[config.mk]
export PLATFORM = sky130hd
export DESIGN_NAME = pds_ctrl
export DESIGN_NICKNAME = d
export VERILOG_FILES = /design/src/rtl/pds_pkg.sv /design/src/rtl/pds_regs.sv /design/src/rtl/pds_pick.sv /design/src/rtl/pds_seq.sv /design/src/rtl/pds_ctrl.sv
export SDC_FILE = /design/constraint.sdc
export NUM_CORES = 1
export LEC_CHECK = 0
export ABC_AREA = 1
export BUFFER_PORTS_ARGS = -buffer_cell sky130_fd_sc_hd__clkbuf_2
export CAP_MARGIN = 10
export CORE_MARGIN = 3
export CORE_UTILIZATION = 36
export CTS_CLUSTER_SIZE = 24
export DETAILED_ROUTE_END_ITERATION = 10
export GPL_ROUTABILITY_DRIVEN = 1
export GPL_TIMING_DRIVEN = 0
export HOLD_SLACK_MARGIN = 0.12
export SLEW_MARGIN = 15
export SYNTH_ARGS = -nofsm -noshare
export SYNTH_HDL_FRONTEND = slang
export SYNTH_SLANG_ARGS = --single-unit
[constraint.sdc]
create_clock -name clk -period 7.2 [get_ports clk]
set_clock_uncertainty 0.15 [all_clocks]
set_input_delay 0 -clock clk [delete_from_list [all_inputs] [get_ports clk]]
set_output_delay 0 -clock clk [all_outputs]
set_load 0.02 [all_outputs]
[src/rtl/pds_pkg.sv]
package pds_pkg;
  typedef enum logic [2:0] {
    S_IDLE   = 3'd0,
    S_REQ    = 3'd1,
    S_SETTLE = 3'd2,
    S_CHK    = 3'd3,
    S_REL    = 3'd4
  } seq_st_t;

  localparam logic [7:0] A_CTRL  = 8'h00;
  localparam logic [7:0] A_STAT  = 8'h08;
  localparam logic [7:0] A_STATE = 8'h0C;
  localparam logic [7:0] A_DNCNT = 8'h10;
  localparam logic [7:0] A_UPCNT = 8'h14;
  localparam logic [7:0] A_TMO   = 8'h18;
endpackage

[src/rtl/pds_regs.sv]
module pds_regs
  import pds_pkg::*;
#(
  parameter int N       = 4,
  parameter int CNT_W   = 16,
  parameter int TMO_W   = 16,
  parameter int CNT_RST = 24,
  parameter int TMO_RST = 10000
) (
  input  logic             clk,
  input  logic             rst,
  input  logic             wr,
  input  logic             rd,
  input  logic [7:0]       addr,
  input  logic [31:0]      wdata,
  output logic [31:0]      rdata,
  output logic [N-1:0]     tgt_off,
  output logic [N-1:0]     err_clr,
  output logic [CNT_W-1:0] dn_cnt,
  output logic [CNT_W-1:0] up_cnt,
  output logic [TMO_W-1:0] tmo,
  input  logic [N-1:0]     stat_off,
  input  logic [N-1:0]     err,
  input  logic             busy
);
  logic ctrl_wr;
  assign ctrl_wr = wr && (addr == A_CTRL);
  assign err_clr = ctrl_wr ? wdata[16 +: N] : '0;

  always_ff @(posedge clk) begin
    if (rst) begin
      tgt_off <= '0;
      dn_cnt  <= CNT_W'(CNT_RST);
      up_cnt  <= CNT_W'(CNT_RST);
      tmo     <= TMO_W'(TMO_RST);
    end else if (wr) begin
      if (addr == A_CTRL) begin
        for (int i = 0; i < N; i++)
          if (wdata[16+i]) tgt_off[i] <= wdata[i];
      end
      if (addr == A_DNCNT) dn_cnt <= wdata[CNT_W-1:0];
      if (addr == A_UPCNT) up_cnt <= wdata[CNT_W-1:0];
      if (addr == A_TMO)   tmo    <= wdata[TMO_W-1:0];
    end
  end

  logic [31:0] rmux;
  always_comb begin
    rmux = '0;
    case (addr)
      A_CTRL:  rmux[N-1:0] = tgt_off;
      A_STAT:  rmux[N-1:0] = stat_off;
      A_STATE: begin
        rmux[N-1:0] = err;
        rmux[31]    = busy;
      end
      A_DNCNT: rmux[CNT_W-1:0] = dn_cnt;
      A_UPCNT: rmux[CNT_W-1:0] = up_cnt;
      A_TMO:   rmux[TMO_W-1:0] = tmo;
      default: rmux = '0;
    endcase
  end

  always_ff @(posedge clk) begin
    if (rst)     rdata <= '0;
    else if (rd) rdata <= rmux;
  end
endmodule

[src/rtl/pds_pick.sv]
module pds_pick #(
  parameter int N     = 4,
  parameter int IDX_W = 2
) (
  input  logic [N-1:0]     pend,
  output logic             any,
  output logic [IDX_W-1:0] idx
);
  always_comb begin
    any = 1'b0;
    idx = '0;
    for (int i = N - 1; i >= 0; i--) begin
      if (pend[i]) begin
        any = 1'b1;
        idx = IDX_W'(i);
      end
    end
  end
endmodule

[src/rtl/pds_seq.sv]
module pds_seq
  import pds_pkg::*;
#(
  parameter int         N      = 4,
  parameter logic [N-1:0] HAS_SW = '1,
  parameter logic [N-1:0] HAS_HS = '1,
  parameter int         CNT_W  = 16,
  parameter int         TMO_W  = 16,
  parameter int         IDX_W  = 2
) (
  input  logic             clk,
  input  logic             rst,
  input  logic             start,
  input  logic [IDX_W-1:0] start_idx,
  input  logic [CNT_W-1:0] dn_cnt,
  input  logic [CNT_W-1:0] up_cnt,
  input  logic [TMO_W-1:0] tmo,
  input  logic [N-1:0]     err_clr,
  input  logic [N-1:0]     idle_ack,
  input  logic [N-1:0]     idle_stat,
  input  logic [N-1:0]     pwr_rdy,
  output logic [N-1:0]     idle_req,
  output logic [N-1:0]     pwr_en,
  output logic [N-1:0]     cur_off,
  output logic [N-1:0]     err,
  output logic             busy
);
  seq_st_t          st;
  logic [IDX_W-1:0] idx;
  logic             goal_off;
  logic [CNT_W-1:0] cnt;
  logic [TMO_W-1:0] tmr;

  logic ack_s, idl_s, rdy_s, tmo_hit;
  assign ack_s   = idle_ack[idx];
  assign idl_s   = idle_stat[idx];
  assign rdy_s   = pwr_rdy[idx];
  assign tmo_hit = ({1'b0, tmr} + 1'b1) >= {1'b0, tmo};
  assign busy    = (st != S_IDLE);

  always_ff @(posedge clk) begin
    if (rst) begin
      st       <= S_IDLE;
      idx      <= '0;
      goal_off <= 1'b0;
      cnt      <= '0;
      tmr      <= '0;
      idle_req <= '0;
      pwr_en   <= HAS_SW;
      cur_off  <= '0;
      err      <= '0;
    end else begin
      err <= err & ~err_clr;
      case (st)
        S_IDLE: begin
          if (start) begin
            idx      <= start_idx;
            goal_off <= ~cur_off[start_idx];
            tmr      <= '0;
            if (!cur_off[start_idx] && HAS_HS[start_idx]) begin
              idle_req[start_idx] <= 1'b1;
              st <= S_REQ;
            end else if (HAS_SW[start_idx]) begin
              pwr_en[start_idx] <= cur_off[start_idx];
              cnt <= cur_off[start_idx] ? up_cnt : dn_cnt;
              st  <= S_SETTLE;
            end else begin
              idle_req[start_idx] <= 1'b0;
              st <= S_REL;
            end
          end
        end
        S_REQ: begin
          if (ack_s && idl_s) begin
            if (HAS_SW[idx]) begin
              pwr_en[idx] <= 1'b0;
              cnt <= dn_cnt;
              st  <= S_SETTLE;
            end else begin
              cur_off[idx] <= 1'b1;
              st <= S_IDLE;
            end
          end else if (tmo_hit) begin
            err[idx] <= 1'b1;
            st <= S_IDLE;
          end else begin
            tmr <= tmr + 1'b1;
          end
        end
        S_SETTLE: begin
          if (cnt == '0) begin
            tmr <= '0;
            st  <= S_CHK;
          end else begin
            cnt <= cnt - 1'b1;
          end
        end
        S_CHK: begin
          if (rdy_s == !goal_off) begin
            if (!goal_off && HAS_HS[idx]) begin
              idle_req[idx] <= 1'b0;
              tmr <= '0;
              st  <= S_REL;
            end else begin
              cur_off[idx] <= goal_off;
              st <= S_IDLE;
            end
          end else if (tmo_hit) begin
            err[idx] <= 1'b1;
            st <= S_IDLE;
          end else begin
            tmr <= tmr + 1'b1;
          end
        end
        S_REL: begin
          if (!ack_s && !idl_s) begin
            cur_off[idx] <= 1'b0;
            st <= S_IDLE;
          end else if (tmo_hit) begin
            err[idx] <= 1'b1;
            st <= S_IDLE;
          end else begin
            tmr <= tmr + 1'b1;
          end
        end
        default: st <= S_IDLE;
      endcase
    end
  end
endmodule

[src/rtl/pds_ctrl.sv]
module pds_ctrl #(
  parameter int           N       = 4,
  parameter logic [N-1:0] HAS_SW  = 4'b0111,
  parameter logic [N-1:0] HAS_HS  = 4'b1011,
  parameter int           CNT_W   = 16,
  parameter int           TMO_W   = 16,
  parameter int           CNT_RST = 24,
  parameter int           TMO_RST = 10000
) (
  input  logic         clk,
  input  logic         rst,
  input  logic         bus_wr,
  input  logic         bus_rd,
  input  logic [7:0]   bus_addr,
  input  logic [31:0]  bus_wdata,
  output logic [31:0]  bus_rdata,
  output logic [N-1:0] dom_idle_req,
  input  logic [N-1:0] dom_idle_ack,
  input  logic [N-1:0] dom_idle_stat,
  output logic [N-1:0] dom_pwr_en,
  input  logic [N-1:0] dom_pwr_rdy
);
  localparam int IDX_W = (N > 1) ? $clog2(N) : 1;

  logic [N-1:0]     tgt_off, err_clr, cur_off, seq_err, stat_off, pend;
  logic [CNT_W-1:0] dn_cnt, up_cnt;
  logic [TMO_W-1:0] tmo;
  logic             seq_busy, pend_any;
  logic [IDX_W-1:0] pend_idx;

  for (genvar g = 0; g < N; g++) begin : g_stat
    if (HAS_SW[g]) begin : g_sw
      assign stat_off[g] = ~dom_pwr_rdy[g];
    end else if (HAS_HS[g]) begin : g_hs
      assign stat_off[g] = dom_idle_stat[g];
    end else begin : g_none
      assign stat_off[g] = 1'b0;
    end
  end

  assign pend = (tgt_off ^ cur_off) & ~seq_err;

  pds_regs #(
    .N(N), .CNT_W(CNT_W), .TMO_W(TMO_W), .CNT_RST(CNT_RST), .TMO_RST(TMO_RST)
  ) u_regs (
    .clk(clk), .rst(rst), .wr(bus_wr), .rd(bus_rd), .addr(bus_addr),
    .wdata(bus_wdata), .rdata(bus_rdata), .tgt_off(tgt_off), .err_clr(err_clr),
    .dn_cnt(dn_cnt), .up_cnt(up_cnt), .tmo(tmo), .stat_off(stat_off),
    .err(seq_err), .busy(seq_busy)
  );

  pds_pick #(.N(N), .IDX_W(IDX_W)) u_pick (
    .pend(pend), .any(pend_any), .idx(pend_idx)
  );

  pds_seq #(
    .N(N), .HAS_SW(HAS_SW), .HAS_HS(HAS_HS), .CNT_W(CNT_W), .TMO_W(TMO_W), .IDX_W(IDX_W)
  ) u_seq (
    .clk(clk), .rst(rst), .start(pend_any), .start_idx(pend_idx),
    .dn_cnt(dn_cnt), .up_cnt(up_cnt), .tmo(tmo), .err_clr(err_clr),
    .idle_ack(dom_idle_ack), .idle_stat(dom_idle_stat), .pwr_rdy(dom_pwr_rdy),
    .idle_req(dom_idle_req), .pwr_en(dom_pwr_en), .cur_off(cur_off),
    .err(seq_err), .busy(seq_busy)
  );
endmodule

==> impl_metrics.csv, run 1 <==
group,metric,value,unit
cts,cts_buffer_depth,2,
pwr,totalPowerFinal,2.31,mW
outcome,outcome,"complete, no violations",
synthesis,synth.avg_cell_area,6.67,um^2
pwr,p_seq_frac,0.315,
cts,worstSkewPairLatency,0.43,ns
global_routing,antenna_found_initial,0,
timing,finalHoldViolCount,0,
detailed_routing,wire_per_inst,14.9,um
global_routing,grt_pass1_vias,7172,
detailed_routing,postRouteAntennaNets,0,
critical_path,cp_data_required_time,7.41,ns
cts,cts_tree,"done",
pwr,power.internal,1.50,mW
pwr,combPwrFrac,0.289,
placement,pre_cts_ws,3.67,ns
cts,cts_made_buffers,17,
synthesis,synth.distinct_cells,43,
floorplanning,placementRows,51,
synthesis,synthCells,1117,
critical_path,cp-start-kind,"input port",
floorplanning,initial_core_util,0.374,
worst_hold_path,hold_start,"dom_idle_ack[3]",
timing,post-route-period-util,0.496,
global_routing,gr-total-overflow,0,
pwr,p_leak,4.07,nW
cts,cts.repair.resized,0,
synthesis,synth_area_leaders,"dfxtp_1, nand2_1, a21oi_1, inv_1, nand3_1",
run,maxCapViolCount,0,
global_routing,grt_pass1_wl,37200,um
cts,cts.clk_slew.worst_paths,0.06,ns
timing,setup_violations,0,
placement,dp_cells,1463,
worst_hold_path,hp-class,"input port to register",
cts,cts.sinks,123,
final_layout,antenna_cells,0,
detailed_routing,drt_iter0_drc,604,
detailed_routing,wl,23000,um
detailed_routing,vias_per_cell,4.98,
final_layout,drive_above_1_share,0.162,
synthesis,ys_seq_area_frac,0.331,
pwr,clkPwrFrac,0.396,
synthesis,synth_seq_cells,123,
synthesis,async_flop_share,0,
synthesis,yosys.cell_count.top_type,"nand2_1",
synthesis,ys_top_cells_by_count,"nand2_1, inv_1, a21oi_1, dfxtp_1, nand3_1",
detailed_routing,drt_first_pass_iters,5,
global_routing,grt_max_degree,17,
placement,portBuffers,67,
pwr,swShare,0.352,
synthesis,synth_top_area_cell,"dfxtp_1",
placement,dpl.hpwl,17900,um
critical_path,r2r_start,"u_seq.tmr[0]",
floorplanning,die_w,150,um
timing,rsz0062_at_grt,"no",
placement,gp_congestion,0.924,
pwr,max-vdd-ir-drop,0.197,mV
timing,relSlewSlack,0.502,
critical_path,critPathMaxFanout,5,
synthesis,yosysWarnings,0,
final_layout,nNetsFinal,1338,
timing,worst-slew-pin-transition,0.747,ns
final_layout,synthToLayoutAreaGrowth,24.3,%
pwr,power_switching,0.815,mW
cts,cts_max_level,4,
detailed_routing,vias,7681,
floorplanning,core_area,0.0199,mm^2
pwr,p_per_area,250,mW/mm^2
floorplanning,die_height,150,um
critical_path,crit_arrival,3.79,ns
timing,fin_setup_tns,0,ns
global_routing,track_usage,0.209,
timing,fin_crit,3.57,ns
cts,post_cts_buffers,0,
critical_path,cp-startpoint,"bus_addr[0]",
synthesis,synth_edf_count,0,
cts,cts_root_buf,"clkbuf_16",
synthesis,yosysTopAreaCellShare,0.331,
timing,setup_slack,3.63,ns
timing,clock.fmax,280,MHz
critical_path,worst-setup-path-type,"input port to register",
timing,drv_slew,0,
detailed_routing,drc_errors,0,
floorplanning,io_pins,96,
final_layout,finalNonFillerCells,1542,
synthesis,synthFlopType,"dfxtp_1",
floorplanning,die-area,0.0224,mm^2
synthesis,netlist_area,0.00745,mm^2
critical_path,endpoint_kind,"register",
-- cell type report --
type	count	area, um^2
Buffer	56	324
Clock buffer	17	425
Clock inverter	15	198
Fill cell	2066	10700
Inverter	168	633
Multi-Input combinational cell	784	4080
Sequential cell	123	2460
Tap cell	265	332
Timing Repair Buffer	114	806
-- logic make-up after synthesis --
| logic type | share of synthesized area |
|---|---|
| XOR/XNOR | 0.0176 |
| buffers and inverters | 0.129 |
| AO/OA/AOI/OAI | 0.201 |
| adder cells (fa/ha/maj) | 0.0302 |
| other | 0.000504 |
| AND/OR/NAND/NOR | 0.291 |
| flip-flops | 0.331 |
-- repair_timing --
item,4_1_cts,5_1_grt
endpoints found under the hold margin,75,0
endpoints found under the setup margin,0,0
hold buffers,47,0
-- layout by cell type (no fill, tap or decap), types with 11 or more instances in the layout --
| cell type | n |
|---|---|
| a21oi_1 | 132 |
| nand2_2 | 16 |
| xor2_1 | 12 |
| dfxtp_1 | 123 |
| nand3_1 | 108 |
| nor2_2 | 11 |
| dlygate4sd3_1 | 47 |
| clkbuf_16 | 17 |
| clkbuf_1 | 18 |
| a21oi_2 | 11 |
| o22ai_1 | 21 |
| inv_1 | 152 |
| inv_2 | 15 |
| nor2_1 | 76 |
| buf_4 | 19 |
| ha_1 | 18 |
| o21ai_0 | 95 |
| clkbuf_2 | 67 |
| nand2_1 | 192 |
| nand4_1 | 19 |
| conb_1 | 15 |
-- worst paths after layout --
path | to | slack (ns) | depth (start not counted)
setup / recovery | u_regs.tgt_off[2] | 3.63 | 11
hold / removal | u_seq.st[2] | 0.14 | 7
setup reg to reg | u_seq.tmr[11] | 3.66 | 20
hold reg to reg | register | 0.27 | 2
-- state kept, by name (all words and copies together), names as in the netlist, 16 cells and up, named ones only --
register,cells
u_regs.tmo,16
u_regs.dn_cnt,16
u_regs.up_cnt,16
u_seq.tmr,16
u_seq.cnt,16
u_regs.rdata,17
-- metal layers --
metal,GRT usage,part of all wire
met3,0.0376,0.066
met2,0.328,0.45
met1,0.290,0.46
met5,0,0
met4,0.0737,0.023
-- power groups by stage --
stage                     clock network, mW  registers (mW)  logic (mW)
after floorplan                           0           0.743       0.477
after global placement                    0           0.743       0.639
after detailed placement                  0           0.743       0.643
after CTS                             0.924           0.729       0.661
after global routing                  0.955           0.734       0.747
final                                 0.916           0.729       0.668
-- per-stage QoR --
stage	area (um^2)	util	hold WS [ns]
after global routing	9260	0.465	0.222
after detailed placement	8170	0.410	0.131
final	9260	0.465	0.141
after global placement	8170	0.410	0.133
after floorplan	7500	-	-0.0236
after CTS	9260	0.465	0.123
-- worst max-delay path, stage by stage --
cell           delay [ns]
dlygate4sd3_1        0.54
clkbuf_2             0.10
or2_2                0.30
nor3_1               0.30
dlygate4sd3_1        0.62
nand2_1              0.12
nor2_1               0.35
nand2_1              0.16
dlygate4sd3_1        0.59
a21oi_1              0.14
dlygate4sd3_1        0.56
No activity file was read; power rests on OpenSTA's default activity.
==> run 2: changes to the inputs <==
==> constraint.sdc (replaced) <==
create_clock -name clk -period 3.15 [get_ports clk]
set_clock_uncertainty 0.15 [all_clocks]
set_input_delay 0 -clock clk [delete_from_list [all_inputs] [get_ports clk]]
set_output_delay 0 -clock clk [all_outputs]
set_load 0.02 [all_outputs]
==> run 2 against run 1 <==
Effect of this change: sequential share of layout area decreased by 0.46 points; register-to-register slack got worse by 3.5 ns; setup slack got worse by 3.5 ns; hold slack got worse by 0.030 ns; total power increased by 130%; first-iteration DRC count increased by 5.6%; via count increased by 1.0%; clock power increased by 130%; global-route usage increased by 0.22 points; non-clock buffer count increased by 14; flip-flop and latch count unchanged; design area increased by 2.2%.
==> impl_metrics.csv, run 2 (synthesis gave the netlist of run 1 again) <==
group,metric,value,unit
detailed_routing,wire_per_inst,15.1,um
timing,fin_crit,3.02,ns
timing,setup_violations,0,
global_routing,antenna_found_initial,0,
pwr,p_per_area,558,mW/mm^2
global_routing,track_usage,0.212,
worst_hold_path,hold_start,"dom_idle_ack[3]",
critical_path,cp_slowest_cell,"dlygate4sd3_1",
final_layout,fin_util,0.475,
critical_path,crit_buf_inv,7,
cts,cts_tree,"done",
final_layout,drive_above_1_share,0.183,
cts,cts.sinks,123,
cts,cts_buffer_depth,2,
cts,cts_root_buf,"clkbuf_16",
global_routing,gr-total-overflow,0,
final_layout,antenna_cells,0,
critical_path,worst-setup-path-type,"input port to register",
timing,drv_slew,0,
critical_path,crit_arrival,3.23,ns
timing,post-route-period-util,0.959,
pwr,max-vdd-ir-drop,0.460,mV
critical_path,cp-start-kind,"input port",
floorplanning,initial_core_util,0.374,
critical_path,critPathMaxFanout,5,
floorplanning,core_area,0.0199,mm^2
final_layout,fillerInstances,2034,
cts,cts_made_buffers,17,
detailed_routing,drt_first_pass_iters,6,
timing,worst-slew-pin-transition,0.723,ns
timing,fin_setup_tns,0,ns
cts,cts.clk_slew.worst_paths,0.06,ns
critical_path,cp-startpoint,"bus_addr[0]",
global_routing,grt_pass1_wl,37600,um
detailed_routing,wl,23400,um
detailed_routing,vias_per_cell,4.99,
global_routing,grt_pass1_vias,7232,
timing,finalHoldViolCount,0,
placement,portBuffers,67,
final_layout,finalNonFillerCells,1556,
floorplanning,placementRows,51,
critical_path,path_common_cell,"dlygate4sd3_1",
detailed_routing,postRouteAntennaNets,0,
floorplanning,die_w,150,um
critical_path,cp_data_required_time,3.36,ns
run,maxCapViolCount,0,
pwr,p_leak,4.16,nW
final_layout,final_cell_mix,"nand2_1, inv_1, a21oi_1, dfxtp_1, nand3_1",
placement,dp_cells,1463,
floorplanning,die-area,0.0224,mm^2
final_layout,regMostFlops,"u_regs.rdata",
floorplanning,io_pins,96,
outcome,outcome,"complete, no violations",
critical_path,cpPeakStageDelay,0.58,ns
critical_path,path_delay_family,"buffers and inverters",
detailed_routing,drt_iter0_drc,638,
placement,gp_congestion,0.924,
critical_path,r2r_start,"u_seq.tmr[0]",
worst_hold_path,hp-class,"input port to register",
critical_path,worstPathCellList,"dlygate4sd3_1 -> clkbuf_2 -> or2_2 -> dlygate4sd3_1 -> inv_1 -> nand4_1 -> inv_1 -> a211oi_1 -> dlygate4sd3_1 -> a21oi_1 -> dlygate4sd3_1",
final_layout,final_common_cell,"nand2_1",
detailed_routing,drc_errors,0,
final_layout,largest_reg_flops,17,
final_layout,nNetsFinal,1352,
critical_path,endpoint_kind,"register",
final_layout,synthToLayoutAreaGrowth,27.1,%
detailed_routing,vias,7760,
global_routing,grt_max_degree,17,
timing,clock.fmax,331,MHz
placement,dpl.hpwl,17900,um
cts,worstSkewPairLatency,0.43,ns
timing,relSlewSlack,0.518,
floorplanning,die_height,150,um
cts,cts_max_level,4,
run 2: cell count changes in the layout (fill, tap and decap cells not counted), moves of 2 or more:
cell     change
buf_4       +14
dfxtp_1      -3
dfxtp_4      +3
nand3_1      -4
nand3_2      +3
nor2_1       -5
nor2_2       +2
nor2_4       +3
run 2: area by class of cell:
type	instances	area, um^2	share of cell area
Buffer	55	317	0.0334
Clock buffer	17	425	0.0449
Clock inverter	15	198	0.0209
Inverter	168	641	0.0677
Multi-Input combinational cell	784	4160	0.440
Sequential cell	123	2470	0.261
Tap cell	265	332	0.0350
Timing Repair Buffer	129	918	0.0970
run 2: metrics by stage:
stage,power (mW),instance area [um^2],setup WS [ns],hold slack [ns]
finish,5.29,9470,0.129,0.112
global route,5.57,9470,-0.0313,0.180
CTS,5.29,9370,0.0156,0.123
detailed placement,3.17,8170,-0.382,0.131
global placement,3.16,8170,-0.334,0.133
floorplan,2.79,7500,0.309,-0.0236
run 2: what timing repair did:
action                                  CTS  global route
endpoints found under the hold margin    75             0
endpoints found under the setup margin   18            26
resized for setup                        10            18
setup buffers                            10             5
pin swaps                                 5             9
hold buffers                             47             0
run 2: worst min-delay path, delay by kind of cell:
family,cells,cell delay [ns]
AO/OA/AOI/OAI,2,0.26
buffers and inverters,1,0.07
AND/OR/NAND/NOR,4,0.31
run 2: layer usage:
layer,up-vias,track usage,share of wire
li1,3991,-,-
met1,3474,0.289,0.46
met2,249,0.334,0.45
met3,46,0.0397,0.064
met4,0,0.0746,0.024
met5,-,0,0
run 2: path summary, 6_finish.rpt:
check	to	slack (ns)	cells past startpoint
setup / recovery	u_regs.rdata[0]	0.13	11
hold / removal	u_seq.st[2]	0.11	7
setup reg to reg	u_seq.st[2]	0.21	19
hold reg to reg	register	0.27	2
run 2: report_power, final:
part           switching [mW]  internal (mW)
clock                   0.771           1.32
sequential             0.0572           1.62
combinational            1.03          0.482
